File: src/rtl/prom_pkg.sv
package prom_pkg;

  typedef enum logic [0:0] {
    ST_IDLE = 1'b0,
    ST_WAIT = 1'b1
  } prom_state_e;

  function automatic int ceil_div(input int num, input int den);
    return (num + den - 1) / den;
  endfunction

  function automatic int max_i(input int a, input int b);
    return (a > b) ? a : b;
  endfunction

endpackage

File: src/rtl/prom_rst_sync.sv
module prom_rst_sync #(
  parameter int STAGES = 2
) (
  input  logic clk,
  input  logic rst_n,
  output logic rst_sync_n
);

  logic [STAGES-1:0] sync_q;

  always_ff @(posedge clk or negedge rst_n) begin
    if (!rst_n) begin
      sync_q <= '0;
    end else begin
      sync_q <= {sync_q[STAGES-2:0], 1'b1};
    end
  end

  assign rst_sync_n = sync_q[STAGES-1];

endmodule

File: src/rtl/prom_page_track.sv
module prom_page_track #(
  parameter int TAG_W = 19
) (
  input  logic             clk,
  input  logic             rst_n,
  input  logic [TAG_W-1:0] tag_in,
  input  logic             update,
  input  logic             invalidate,
  output logic             hit
);

  logic             valid_q, valid_d;
  logic [TAG_W-1:0] tag_q;

  always_comb begin
    valid_d = valid_q;
    if (update) begin
      valid_d = 1'b1;
    end else if (invalidate) begin
      valid_d = 1'b0;
    end
  end

  always_ff @(posedge clk or negedge rst_n) begin
    if (!rst_n) begin
      valid_q <= 1'b0;
      tag_q   <= '0;
    end else begin
      valid_q <= valid_d;
      if (update) begin
        tag_q <= tag_in;
      end
    end
  end

  assign hit = valid_q && (tag_q == tag_in);

endmodule

File: src/rtl/prom_wait_timer.sv
module prom_wait_timer #(
  parameter int CNT_W = 4
) (
  input  logic             clk,
  input  logic             rst_n,
  input  logic             load,
  input  logic [CNT_W-1:0] load_val,
  output logic             zero
);

  logic [CNT_W-1:0] cnt_q, cnt_d;

  always_comb begin
    cnt_d = cnt_q;
    if (load) begin
      cnt_d = load_val;
    end else if (cnt_q != '0) begin
      cnt_d = cnt_q - 1'b1;
    end
  end

  always_ff @(posedge clk or negedge rst_n) begin
    if (!rst_n) begin
      cnt_q <= '0;
    end else begin
      cnt_q <= cnt_d;
    end
  end

  assign zero = (cnt_q == '0);

endmodule

File: src/rtl/prom_idle_timer.sv
module prom_idle_timer #(
  parameter int IDLE_CYC = 32
) (
  input  logic clk,
  input  logic rst_n,
  input  logic run,
  output logic expire
);

  localparam int CW = $clog2(IDLE_CYC + 1);

  logic [CW-1:0] cnt_q, cnt_d;

  assign expire = run && (cnt_q == CW'(IDLE_CYC - 1));

  always_comb begin
    cnt_d = cnt_q;
    if (!run || expire) begin
      cnt_d = '0;
    end else begin
      cnt_d = cnt_q + 1'b1;
    end
  end

  always_ff @(posedge clk or negedge rst_n) begin
    if (!rst_n) begin
      cnt_q <= '0;
    end else begin
      cnt_q <= cnt_d;
    end
  end

endmodule

File: src/rtl/prom_lane_fmt.sv
module prom_lane_fmt #(
  parameter int BYTE_W = 8
) (
  input  logic [2*BYTE_W-1:0] dq,
  input  logic                byte_mode,
  output logic [2*BYTE_W-1:0] data
);

  for (genvar lane = 0; lane < 2; lane++) begin : g_lane
    if (lane == 0) begin : g_low
      assign data[lane*BYTE_W +: BYTE_W] = dq[lane*BYTE_W +: BYTE_W];
    end else begin : g_high
      assign data[lane*BYTE_W +: BYTE_W] =
        byte_mode ? '0 : dq[lane*BYTE_W +: BYTE_W];
    end
  end

endmodule

File: src/rtl/prom_rd_ctrl.sv
module prom_rd_ctrl #(
  parameter int ADDR_W    = 21,
  parameter int PAGE_W    = 3,
  parameter int BYTE_W    = 8,
  parameter int CLK_NS    = 10,
  parameter int T_RAND_NS = 100,
  parameter int T_PAGE_NS = 30,
  parameter int T_OE_NS   = 30,
  parameter int IDLE_CYC  = 32
) (
  input  logic                clk,
  input  logic                rst_n,
  input  logic                req_valid,
  output logic                req_ready,
  input  logic [ADDR_W:0]     req_addr,
  input  logic                req_byte,
  output logic                rsp_valid,
  output logic [2*BYTE_W-1:0] rsp_data,
  output logic                rom_ce_n,
  output logic                rom_oe_n,
  output logic                rom_byte_n,
  output logic [ADDR_W-1:0]   rom_addr,
  output logic                rom_lsb,
  output logic                rom_lsb_oe,
  input  logic [2*BYTE_W-1:0] rom_dq
);

  import prom_pkg::*;

  localparam int DW       = 2 * BYTE_W;
  localparam int RAND_CYC = ceil_div(T_RAND_NS, CLK_NS);
  localparam int PAGE_CYC = ceil_div(T_PAGE_NS, CLK_NS);
  localparam int OE_CYC   = ceil_div(T_OE_NS, CLK_NS);
  localparam int W_RAND   = max_i(max_i(RAND_CYC, OE_CYC), 1);
  localparam int W_PAGE   = max_i(max_i(PAGE_CYC, OE_CYC), 1);
  localparam int CNT_W    = max_i($clog2(W_RAND + 1), 1);
  localparam int TAG_W    = ADDR_W - PAGE_W + 1;

  logic rst_sync_n;

  prom_rst_sync #(.STAGES(2)) u_rst (
    .clk       (clk),
    .rst_n     (rst_n),
    .rst_sync_n(rst_sync_n)
  );

  prom_state_e           state_q, state_d;
  logic                  ce_n_q, ce_n_d;
  logic                  oe_n_q, oe_n_d;
  logic                  byte_n_q, byte_n_d;
  logic                  lsb_q, lsb_d;
  logic [ADDR_W-1:0]     addr_q, addr_d;
  logic                  rsp_v_q, rsp_v_d;
  logic [DW-1:0]         data_q;
  logic                  cap_en;

  logic                  accept;
  logic                  page_hit;
  logic                  idle_expire;
  logic                  tmr_zero;
  logic [CNT_W-1:0]      wait_val;
  logic [TAG_W-1:0]      tag_in;
  logic [DW-1:0]         fmt_data;

  assign req_ready = (state_q == ST_IDLE);
  assign accept    = req_valid && req_ready;
  assign tag_in    = {req_byte, req_addr[ADDR_W:PAGE_W+1]};
  assign wait_val  = page_hit ? CNT_W'(W_PAGE - 1) : CNT_W'(W_RAND - 1);

  prom_page_track #(.TAG_W(TAG_W)) u_page (
    .clk       (clk),
    .rst_n     (rst_sync_n),
    .tag_in    (tag_in),
    .update    (accept),
    .invalidate(idle_expire),
    .hit       (page_hit)
  );

  prom_wait_timer #(.CNT_W(CNT_W)) u_wait (
    .clk     (clk),
    .rst_n   (rst_sync_n),
    .load    (accept),
    .load_val(wait_val),
    .zero    (tmr_zero)
  );

  prom_idle_timer #(.IDLE_CYC(IDLE_CYC)) u_idle (
    .clk   (clk),
    .rst_n (rst_sync_n),
    .run   (req_ready && !ce_n_q && !accept),
    .expire(idle_expire)
  );

  prom_lane_fmt #(.BYTE_W(BYTE_W)) u_fmt (
    .dq       (rom_dq),
    .byte_mode(!byte_n_q),
    .data     (fmt_data)
  );

  always_comb begin
    state_d  = state_q;
    ce_n_d   = ce_n_q;
    oe_n_d   = oe_n_q;
    byte_n_d = byte_n_q;
    lsb_d    = lsb_q;
    addr_d   = addr_q;
    rsp_v_d  = 1'b0;
    cap_en   = 1'b0;
    unique case (state_q)
      ST_IDLE: begin
        if (accept) begin
          state_d  = ST_WAIT;
          ce_n_d   = 1'b0;
          oe_n_d   = 1'b0;
          addr_d   = req_addr[ADDR_W:1];
          byte_n_d = !req_byte;
          lsb_d    = req_byte && req_addr[0];
        end else if (idle_expire) begin
          ce_n_d = 1'b1;
        end
      end
      ST_WAIT: begin
        if (tmr_zero) begin
          state_d = ST_IDLE;
          oe_n_d  = 1'b1;
          rsp_v_d = 1'b1;
          cap_en  = 1'b1;
        end
      end
      default: state_d = ST_IDLE;
    endcase
  end

  always_ff @(posedge clk or negedge rst_sync_n) begin
    if (!rst_sync_n) begin
      state_q  <= ST_IDLE;
      ce_n_q   <= 1'b1;
      oe_n_q   <= 1'b1;
      byte_n_q <= 1'b1;
      lsb_q    <= 1'b0;
      addr_q   <= '0;
      rsp_v_q  <= 1'b0;
      data_q   <= '0;
    end else begin
      state_q  <= state_d;
      ce_n_q   <= ce_n_d;
      oe_n_q   <= oe_n_d;
      byte_n_q <= byte_n_d;
      lsb_q    <= lsb_d;
      addr_q   <= addr_d;
      rsp_v_q  <= rsp_v_d;
      if (cap_en) begin
        data_q <= fmt_data;
      end
    end
  end

  assign rsp_valid  = rsp_v_q;
  assign rsp_data   = data_q;
  assign rom_ce_n   = ce_n_q;
  assign rom_oe_n   = oe_n_q;
  assign rom_byte_n = byte_n_q;
  assign rom_addr   = addr_q;
  assign rom_lsb    = lsb_q;
  assign rom_lsb_oe = !byte_n_q;

endmodule

File: config.mk
export PLATFORM = sky130hd
export DESIGN_NAME = prom_rd_ctrl
export DESIGN_NICKNAME = d
export VERILOG_FILES = /design/src/rtl/prom_pkg.sv /design/src/rtl/prom_rst_sync.sv /design/src/rtl/prom_page_track.sv /design/src/rtl/prom_wait_timer.sv /design/src/rtl/prom_idle_timer.sv /design/src/rtl/prom_lane_fmt.sv /design/src/rtl/prom_rd_ctrl.sv
export SDC_FILE = /design/constraint.sdc
export NUM_CORES = 1
export LEC_CHECK = 0
export BUFFER_PORTS_ARGS = -buffer_cell sky130_fd_sc_hd__buf_2
export CAP_MARGIN = 10
export CORE_ASPECT_RATIO = 1.1
export CORE_MARGIN = 5
export CORE_UTILIZATION = 50
export DETAILED_ROUTE_END_ITERATION = 10
export MAX_ROUTING_LAYER = met4
export PLACE_DENSITY = 0.82
export SYNTH_ARGS = -nofsm -noshare
export SYNTH_HDL_FRONTEND = slang
export SYNTH_SLANG_ARGS = --single-unit
File: constraint.sdc
create_clock -name clk -period 2.4 [get_ports clk]
set_input_delay 0.12 -clock clk [delete_from_list [all_inputs] [get_ports clk]]
set_output_delay 0.12 -clock clk [all_outputs]
set_load 0.01 [all_outputs]
### Word-level counts from Yosys, hierarchy flattened

Index checks and enable logic that the tools add are counted.

* input bits: 42
* bits in registers: 75
* logic and storage cells: 56

* add/sub/neg operators: 2
* equality and inequality tests: 4
* mux-type cells: 17
* bitwise logic cells: 1
* reductions and logical operators: 19

Operators with widths (count)
* $eq 19x19->1: 1
* $mux 4: 3
* $mux 1: 10
* $mux 8: 1
* $add 6x1->6 const B: 1
* $eq 6x5->1 const B: 1
* $logic_and 1x1->1: 6
* $mux 6: 1
* $reduce_and 2->1: 3
* $logic_not 1->1: 5
* $logic_not 4->1: 1
* $ne 2x1->1 const B: 2
* $pmux 1 s2: 2
* $reduce_bool 2->1: 2
* $reduce_bool 4->1: 1
* $sub 4x1->4 const B: 1
* $logic_or 1x1->1: 1
* $not 1->1: 1

### Longest topological paths before layout

Gate-level depths: netlist (run 1).

* depth in word-level cells: 7
* depth in mapped cells: 8

### By module

A second synthesis (run 1) with hierarchy kept.

* cells, all modules: 239
* area, all modules: 3360.7 µm²

Modules (own cells, without submodules)
* prom_rd_ctrl: area an instance 1726.7 µm², cells each 103, times used 1
* prom_page_track: area an instance 948.4 µm², cells each 69, times used 1
* prom_idle_timer: area an instance 287.8 µm², cells each 26, times used 1
* prom_wait_timer: area an instance 234.0 µm², cells each 22, times used 1
* prom_lane_fmt: area an instance 110.1 µm², cells each 16, times used 1
* prom_rst_sync: area an instance 53.8 µm², cells each 3, times used 1

### Worst setup path after synthesis (run 1)

No wires, ideal clock.

* path kind: register to register
* start: register u_wait.cnt_q[0]
* end: register data_q[6], in the netlist rsp_data[6]
* period minus slack after synthesis: 1493 ps
* stages on the path, launching flop included: 8
* slack: 907 ps
* data arrival time: 1376 ps
* path buffers: 1
* cells stage by stage: dfrtp_1 -> inv_1 -> ha_1 -> nor3b_2 -> nand2_2 -> clkbuf_1 -> nand2_1 -> nand2_1

* word-level cells in the longest chain between the ends: 3

RTL lines
* start: declaration: RTL line prom_wait_timer.sv:11 `logic [CNT_W-1:0] cnt_q, cnt_d;`
* start signal: assignment: RTL line prom_wait_timer.sv:26 `cnt_q <= cnt_d;`
* $logic_not 4->1: RTL line prom_wait_timer.sv:30 `assign zero = (cnt_q == '0);`
* $mux 1: RTL line prom_rd_ctrl.sv:123 `if (tmr_zero) begin`
* $mux 1: RTL line prom_rd_ctrl.sv:109 `unique case (state_q)`
* end signal: assignment: RTL line prom_rd_ctrl.sv:153 `data_q <= fmt_data;`
* end: declaration: RTL line prom_rd_ctrl.sv:54 `logic [DW-1:0] data_q;`

Every way passes these cells.
A chain may end at the register's enable or synchronous reset.

### Worst setup path after layout (run 1)

* start: register u_wait.cnt_q[0]
* end: register data_q[13], in the netlist rsp_data[13]

The elaborated chain is that of the path after synthesis.

==> results of run 1 <==
==> state kept, by name, indices dropped and copies added, names as in the netlist, 2 cells and up <==
name          cells
rom_addr          5
u_page.tag_q     17
u_rst.sync_q      2
rsp_data         16
u_idle.cnt_q      6
u_wait.cnt_q      4
==> power groups by stage <==
stage | clock (mW) | sequential [mW] | combinational [mW]
after detailed placement | 0 | 1.66 | 1.43
after CTS | 0.794 | 1.64 | 1.44
after global routing | 0.833 | 1.70 | 1.59
after floorplan | 0 | 1.68 | 1.08
after global placement | 0 | 1.64 | 1.39
final | 0.770 | 1.64 | 1.42
==> final cells by class <==
| class | instances | share of cell area [%] |
|---|---|---|
| Sequential cell | 57 | 44.8 |
| Multi-Input combinational cell | 143 | 29.5 |
| Timing Repair Buffer | 98 | 17.1 |
| Clock buffer | 13 | 4.98 |
| Tap cell | 58 | 2.27 |
| Inverter | 7 | 0.823 |
| Clock inverter | 3 | 0.470 |
==> critical path, delay by kind of cell (launching register included) <==
family | cells | cell delay, ns
adder cells (fa/ha/maj) | 1 | 0.20
buffers and inverters | 2 | 0.44
AND/OR/NAND/NOR | 4 | 0.80
flip-flops | 1 | 0.37
==> layer usage <==
metal | vias to the layer above | share of wire [%] | global-route usage, %
met5 | - | 0 | -
met4 | 0 | 1.3 | 7.15
met3 | 7 | 8.3 | 5.31
met2 | 61 | 50 | 27.4
met1 | 877 | 40 | 18.0
li1 | 912 | - | -
==> cells in the mapped netlist (all sizes together) (3+ instances only) <==
| cell | instances | area, µm² |
|---|---|---|
| dfrtp | 54 | 1350 |
| nand2 | 46 | 175 |
| mux2 | 23 | 259 |
| buf | 22 | 168 |
| xnor2 | 15 | 131 |
| nand3 | 10 | 50.1 |
| nor2 | 9 | 33.8 |
| xor2 | 9 | 78.8 |
| inv | 7 | 26.3 |
| o21ai | 5 | 25.0 |
| clkbuf | 3 | 11.3 |
| dfstp | 3 | 78.8 |
| ha | 3 | 37.5 |
| nand4 | 3 | 18.8 |
==> worst max path at each step <==
stage                          from           end  slack, ns
finish              u_wait.cnt_q[0]  rsp_data[13]       0.53
global route        u_wait.cnt_q[0]  rsp_data[13]       0.36
CTS                 u_wait.cnt_q[0]  rsp_data[13]       0.52
detailed placement  u_wait.cnt_q[0]  rsp_data[13]       0.53
global placement    u_wait.cnt_q[0]  rsp_data[11]       0.63
floorplan           u_rst.sync_q[1]   rom_addr[0]       0.70
==> cell families (layout without fill, tap and decap cells) <==
family,Yosys count,count (layout),share of synthesized area [%]
adder cells (fa/ha/maj),3,3,1.46
multiplexers,23,23,10.0
other,1,1,0.145
buffers and inverters,32,121,7.96
flip-flops,57,57,55.5
AO/OA/AOI/OAI,12,12,2.86
AND/OR/NAND/NOR,80,80,13.9
XOR/XNOR,24,24,8.15
==> metrics by stage <==
step / power [mW] / instance area, µm² / hold WS, ns / setup slack, ns / util, %
3_5_place_dp: 3.09 / 2930 / -0.0917 / 0.530 / 58.6
3_3_place_gp: 3.03 / 2930 / -0.0919 / 0.635 / 58.6
5_1_grt: 4.12 / 3190 / 0.0151 / 0.359 / 63.9
2_1_floorplan: 2.76 / 2580 / -0.176 / 0.701 / -
4_1_cts: 3.88 / 3190 / 0.00983 / 0.518 / 63.9
6_report: 3.83 / 3190 / 0.0233 / 0.526 / 63.9
==> metrics.md, run 1 <==
| Metric | Value |
|---|---|
| Number of search-and-repair iterations in the first detailed-routing pass | 4 |
| Die height | 85.3 µm |
| Depth of the worst hold-timing path | 2 |
| MaxCap Viol Count | 0 |
| Status | completed |
| Power density of the placed cells | 1200 nW/µm² |
| Instance count after placement with tap cells included | 354 |
| Number of buffers inserted to repair setup after CTS | 0 |
| CTS tree | done |
| Post-Synthesis Mean Instance Area | 11.1 µm² |
| Final max-slew violation count | 0 |
| Total global-route track usage | 16.5% |
| Number of flops mapped to enable cells by yosys | 0 |
| Instance count of the mapped netlist | 232 |
| Vias | 1857 |
| Sum of net half-perimeters after detailed placement | 3.64 mm |
| Die width | 78.5 µm |
| Number of placement rows | 27 |
| Quantity of gates resized following cts | 0 |
| Ys async rst share | 100% |
| Area inside the core boundary | 5000 µm² |
| Initial DRC Count | 61 |
| Latest clock arrival within the worst-skew pair | 0.32 ns |
| Fin crit period | 1.87 ns |
| Setup violators final | 0 |
| Final cell count without fillers | 379 |
| Fillers | 420 |
| Sink Count | 57 |
| Synthesized Nets | 277 |
| Cts hold-fix bufs | 9 |
| Unrepaired setup endpoints after global routing | no |
| Area delta synth->final | 23.8% |
| Clk Tree Root Cell | sky130_fd_sc_hd__clkbuf_8 |
| Launch instance of the worst register-to-register path | u_wait.cnt_q[0] |
| Switching part of the total power | 34.8% |
| Type of the worst setup path | flop to flop |
| Remaining routing DRC violations | 0 |
| Prevailing post-synth register cell | sky130_fd_sc_hd__dfrtp_1 |
| Num CTS Buffers | 9 |
| Type of the tightest min-delay check | primary input to flop |
| Sink of the worst hold path | u_wait.cnt_q[2] |
| Inserted Diodes | 0 |
| Path depth of the worst reg2reg path | 7 |
| Num ports | 86 |
| Reg power frac | 42.8% |
| Flip-flop and latch area | 1430 µm² |
| Skew final | 0.00624 ns |
| Global-route wire length before repair | 8.40 mm |
| Count of unique library cells instantiated by Yosys | 30 |
| Routability congestion estimate from global placement | 0.768 |
| Average wire length per cell after detail routing | 13.0 µm |
| Synthesis Warnings | 0 |
| Leading cell type in the layout, fill and taps excluded | sky130_fd_sc_hd__buf_2 |
| Kind of launch point of the worst setup path | flop |
| Kind of end point of the critical path | flop |
| Detail Route Antenna Nets | 0 |
| Via-per-instance ratio | 4.90 |
| Commonest cells after routing, fill and taps aside | 85 x sky130_fd_sc_hd__buf_2, 53 x sky130_fd_sc_hd__dfrtp_1, 45 x sky130_fd_sc_hd__nand2_1, 23 x sky130_fd_sc_hd__mux2_2, 15 x sky130_fd_sc_hd__xnor2_1 |
| Critical-path cell with the highest stage delay | sky130_fd_sc_hd__dfrtp_1 |
| Port-buffer cells | 85 |
| Clock edge transition at the registers on the reported setup and hold paths | 0.06 ns |
| Maximum VDD drop | 0.668 mV |
| WP data arrival | 2.13 ns |
| Number of failing hold endpoints at the final stage | 0 |
| Part of the power in combinational logic | 37.1% |
| Critical path required time | 2.66 ns |
| Count of nets after finishing | 361 |
| Reported net switching power | 1.33 mW |
| Max Clk Rate | 534 MHz |
| Initial Util | 51.6% |
| Die area | 6700 µm² |
| Crit Reg-Reg Endpoint | rsp_data[13] |
| CP Cell Sequence | inv_1 > ha_1 > nor3b_2 > nand2_2 > inv_2 > nand3_1 > nand2_1 |
| Synthesized flop and latch total | 57 |
| Multi-input gate area in the final layout | 943 µm² |
| Number of global-route vias before repair | 1938 |
| Clock H-tree levels | 3 |
| Clock network fraction of design power | 20.1% |
| Antenna violations before repair | 0 |
| Routed Wire Length | 4.92 mm |
| Buffer depth of the longest clock path | 2 |
| Final global-route overflow total | 0 |
| Sequential share of the synthesized area | 55.5% |
| R2R setup slack | 0.53 ns |
| Design internal power | 2.50 mW |
| Summed negative setup slack over all endpoints | 0 ns |
| Area of the mapped netlist | 2580 µm² |
| Pin count of the biggest net entering global routing | 25 |
| Fraction of final layout cells sized beyond drive strength 1 | 41.7% |
| Static leakage | 1.64 nW |
| Highest net fanout along the worst path | 19 |
| Hold path startpoint | req_valid |
| Slowest cell delay on critical path | 0.37 ns |
| Final worst-path cycle share | 78.1% |
No activity file was read; power rests on OpenSTA's default activity.
==> inputs of run 2 (changes only) <==
Settings changed: ABC_AREA set to 1, CORE_UTILIZATION 50 to 51, PLACE_DENSITY 0.82 to 0.83.
Clock period 2.4 ns to 1.8 ns, I/O delays scaled along.
==> run 2 against run 1 <==
Combinational power is 43% higher. Sequential cell count stayed put. Total power is 44% higher. First-iteration DRC count is 110% higher. Synthesized cell count is 47% higher. Worst hold slack worse by 0.0093 ns. Critical path depth stayed put. Non-clock buffer count is 28 higher. Area after synthesis is 6.7% higher. Sequential share of layout area is 6.3 points lower. Highest routed layer unchanged.
==> metrics.md, run 2 <==
| Metric | Value |
|---|---|
| Type of the tightest min-delay check | primary input to flop |
| Cts hold-fix bufs | 37 |
| Fin crit period | 1.51 ns |
| Global routing met3 resource utilization | 6.83% |
| Main area contributors after synthesis | sky130_fd_sc_hd__dfrtp_1 49%, sky130_fd_sc_hd__nand2_1 18%, sky130_fd_sc_hd__buf_4 5.2% |
| Initial Util | 51.7% |
| Num CTS Buffers | 9 |
| Die width | 80.0 µm |
| Crit Reg-Reg Endpoint | rsp_data[9] |
| Instance count of the mapped netlist | 342 |
| Die area | 6970 µm² |
| WP data arrival | 1.78 ns |
| Static leakage | 2.05 nW |
| Global-route wire length before repair | 11.2 mm |
| CTS tree | done |
| Startpoint of the worst setup timing path | u_wait.cnt_q[0] |
| Overall power of the completed layout | 5.53 mW |
| Prevailing post-synth register cell | sky130_fd_sc_hd__dfrtp_1 |
| Setup violators final | 0 |
| Latest clock arrival within the worst-skew pair | 0.34 ns |
| Vias | 2437 |
| Number of global-route vias before repair | 2452 |
| Detail Route Antenna Nets | 0 |
| Biggest area consumer among synthesized cells | sky130_fd_sc_hd__dfrtp_1 |
| Area delta synth->final | 35.0% |
| Via-per-instance ratio | 4.58 |
| R2R setup slack | 0.29 ns |
| Final cell count without fillers | 532 |
| Num ports | 86 |
| Total global-route track usage | 21.9% |
| Inserted Diodes | 0 |
| Design internal power | 3.45 mW |
| Kind of launch point of the worst setup path | flop |
| Power density of the placed cells | 1490 nW/µm² |
| Final hold slack | 0.0140 ns |
| Sink of the worst hold path | u_page.tag_q[15] |
| Reported net switching power | 2.08 mW |
| Ys async rst share | 100% |
| Count of unique library cells instantiated by Yosys | 27 |
| Sum of net half-perimeters after detailed placement | 4.32 mm |
| Remaining routing DRC violations | 0 |
| Final max-slew violation count | 0 |
| Number of placement rows | 28 |
| Area of the mapped netlist | 2750 µm² |
| Post-Synthesis Mean Instance Area | 8.05 µm² |
| Met2 Track Usage GR | 37.3% |
| Routability congestion estimate from global placement | 0.749 |
| Port-buffer cells | 85 |
| Clock network fraction of design power | 23.8% |
| Layer with the highest usage after global routing | met2 |
| Max Clk Rate | 663 MHz |
| Average wire length per cell after detail routing | 12.9 µm |
| Synthesis Warnings | 0 |
| Skew final | 0.0101 ns |
| Sink Count | 57 |
| Quantity of gates resized following cts | 0 |
| Maximum VDD drop | 1.01 mV |
| Cell with the most instances after synthesis | sky130_fd_sc_hd__nand2_1 |
| Leading cell type in the layout, fill and taps excluded | sky130_fd_sc_hd__nand2_1 |
| Antenna violations before repair | 0 |
| Commonest cells after routing, fill and taps aside | 135 x sky130_fd_sc_hd__nand2_1, 85 x sky130_fd_sc_hd__buf_2, 53 x sky130_fd_sc_hd__dfrtp_1, 37 x sky130_fd_sc_hd__dlygate4sd3_1, 35 x sky130_fd_sc_hd__inv_1 |
| Number of search-and-repair iterations in the first detailed-routing pass | 4 |
| Pin count of the biggest net entering global routing | 43 |
| Path depth of the worst reg2reg path | 7 |
| Sequential share of the synthesized area | 52.0% |
| Fraction of final layout cells sized beyond drive strength 1 | 26.9% |
| Final global-route overflow total | 0 |
| Kind of end point of the critical path | flop |
| Area inside the core boundary | 5330 µm² |
| GR Layer Usage met1 | 23.7% |
| Clk Tree Root Cell | sky130_fd_sc_hd__clkbuf_8 |
| Final worst-path cycle share | 83.8% |
| Fraction of synthesized cell area taken by the top area cell type | 49.1% |
| Type of the worst setup path | flop to flop |
| MaxCap Viol Count | 0 |
| Most frequent cells after synthesis | 135 x sky130_fd_sc_hd__nand2_1, 54 x sky130_fd_sc_hd__dfrtp_1, 35 x sky130_fd_sc_hd__inv_1 |
| Routed Wire Length | 6.86 mm |
| Clock edge transition at the registers on the reported setup and hold paths | 0.08 ns |
| Depth of the worst hold-timing path | 3 |
| Part of the power in combinational logic | 36.7% |
| Most flop-heavy register | u_page.tag_q |
| Highest net fanout along the worst path | 19 |
| Status | completed |
| Buffer depth of the longest clock path | 2 |
| Die height | 87.1 µm |
| Number of buffers inserted to repair setup after CTS | 0 |
| Unrepaired setup endpoints after global routing | no |
| Switching part of the total power | 37.6% |
| Critical path required time | 2.07 ns |
| Reg power frac | 39.5% |
| Instance count after placement with tap cells included | 479 |
| Synthesized flop and latch total | 57 |
| Number of failing hold endpoints at the final stage | 0 |
| Max reg flops | 17 |
| Count of nets after finishing | 497 |
| Synthesized Nets | 387 |
| Number of flops mapped to enable cells by yosys | 0 |
| Area of all placed cells without fillers | 3720 µm² |
| Launch instance of the worst register-to-register path | u_wait.cnt_q[0] |
| Initial DRC Count | 131 |
| Cell area after placement | 3130 µm² |
| Summed negative setup slack over all endpoints | 0 ns |
| Clock H-tree levels | 3 |
| Hold path startpoint | req_addr[19] |
-- run 2: per-stage QoR --
stage	worst slack, ns	util [%]
floorplan	0.101	-
global placement	0.487	58.7
detailed placement	0.396	58.7
CTS	0.349	69.8
global route	0.157	69.8
finish	0.291	69.8
-- run 2: critical path, cell delays in order, from the launching register on --
cell,delay [ns]
sky130_fd_sc_hd__dfrtp_1,0.41
sky130_fd_sc_hd__inv_1,0.11
sky130_fd_sc_hd__ha_1,0.17
sky130_fd_sc_hd__nand3_2,0.13
sky130_fd_sc_hd__nor2_2,0.15
sky130_fd_sc_hd__buf_4,0.25
sky130_fd_sc_hd__nand3_1,0.12
sky130_fd_sc_hd__nand2_1,0.11
-- run 2: worst max-delay path by stage --
stage / endpoint / slack, ns / depth (start not counted)
final: rsp_data[9] / 0.29 / 7
after CTS: rsp_data[10] / 0.35 / 7
after floorplan: rom_addr[0] / 0.10 / 0
after global routing: rsp_data[9] / 0.16 / 7
after global placement: rsp_data[12] / 0.49 / 7
after detailed placement: rsp_data[15] / 0.40 / 7
-- run 2: cell type report --
type | count | area, µm²
Clock buffer | 9 | 124
Sequential cell | 57 | 1430
Multi-Input combinational cell | 215 | 973
Fill cell | 418 | 1610
Timing Repair Buffer | 126 | 838
Clock inverter | 7 | 95.1
Inverter | 43 | 161
Tap cell | 75 | 93.8
-- run 2: power groups by stage --
| stage | registers (mW) | logic, mW | clock network (mW) |
|---|---|---|---|
| after floorplan | 2.24 | 1.41 | 0 |
| after global placement | 2.17 | 1.88 | 0 |
| after detailed placement | 2.18 | 1.96 | 0 |
| after CTS | 2.18 | 2.02 | 1.34 |
| after global routing | 2.26 | 2.28 | 1.42 |
| final | 2.18 | 2.03 | 1.32 |
-- run 2: per-layer routing --
layer | share of wire, % | up-vias
met1 | 40 | 1106
met5 | 0 | -
met2 | 51 | 77
met4 | 2.1 | 0
met3 | 6.1 | 15
li1 | - | 1239
-- run 2: kinds of logic after synthesis --
family	after synthesis	synth area share, %
simple gates	176	26.0
fa+ha+maj	3	1.36
other cells	1	0.136
xor+xnor	5	1.59
flops	57	52.0
buf+inv	70	12.7
compound gates	30	6.32
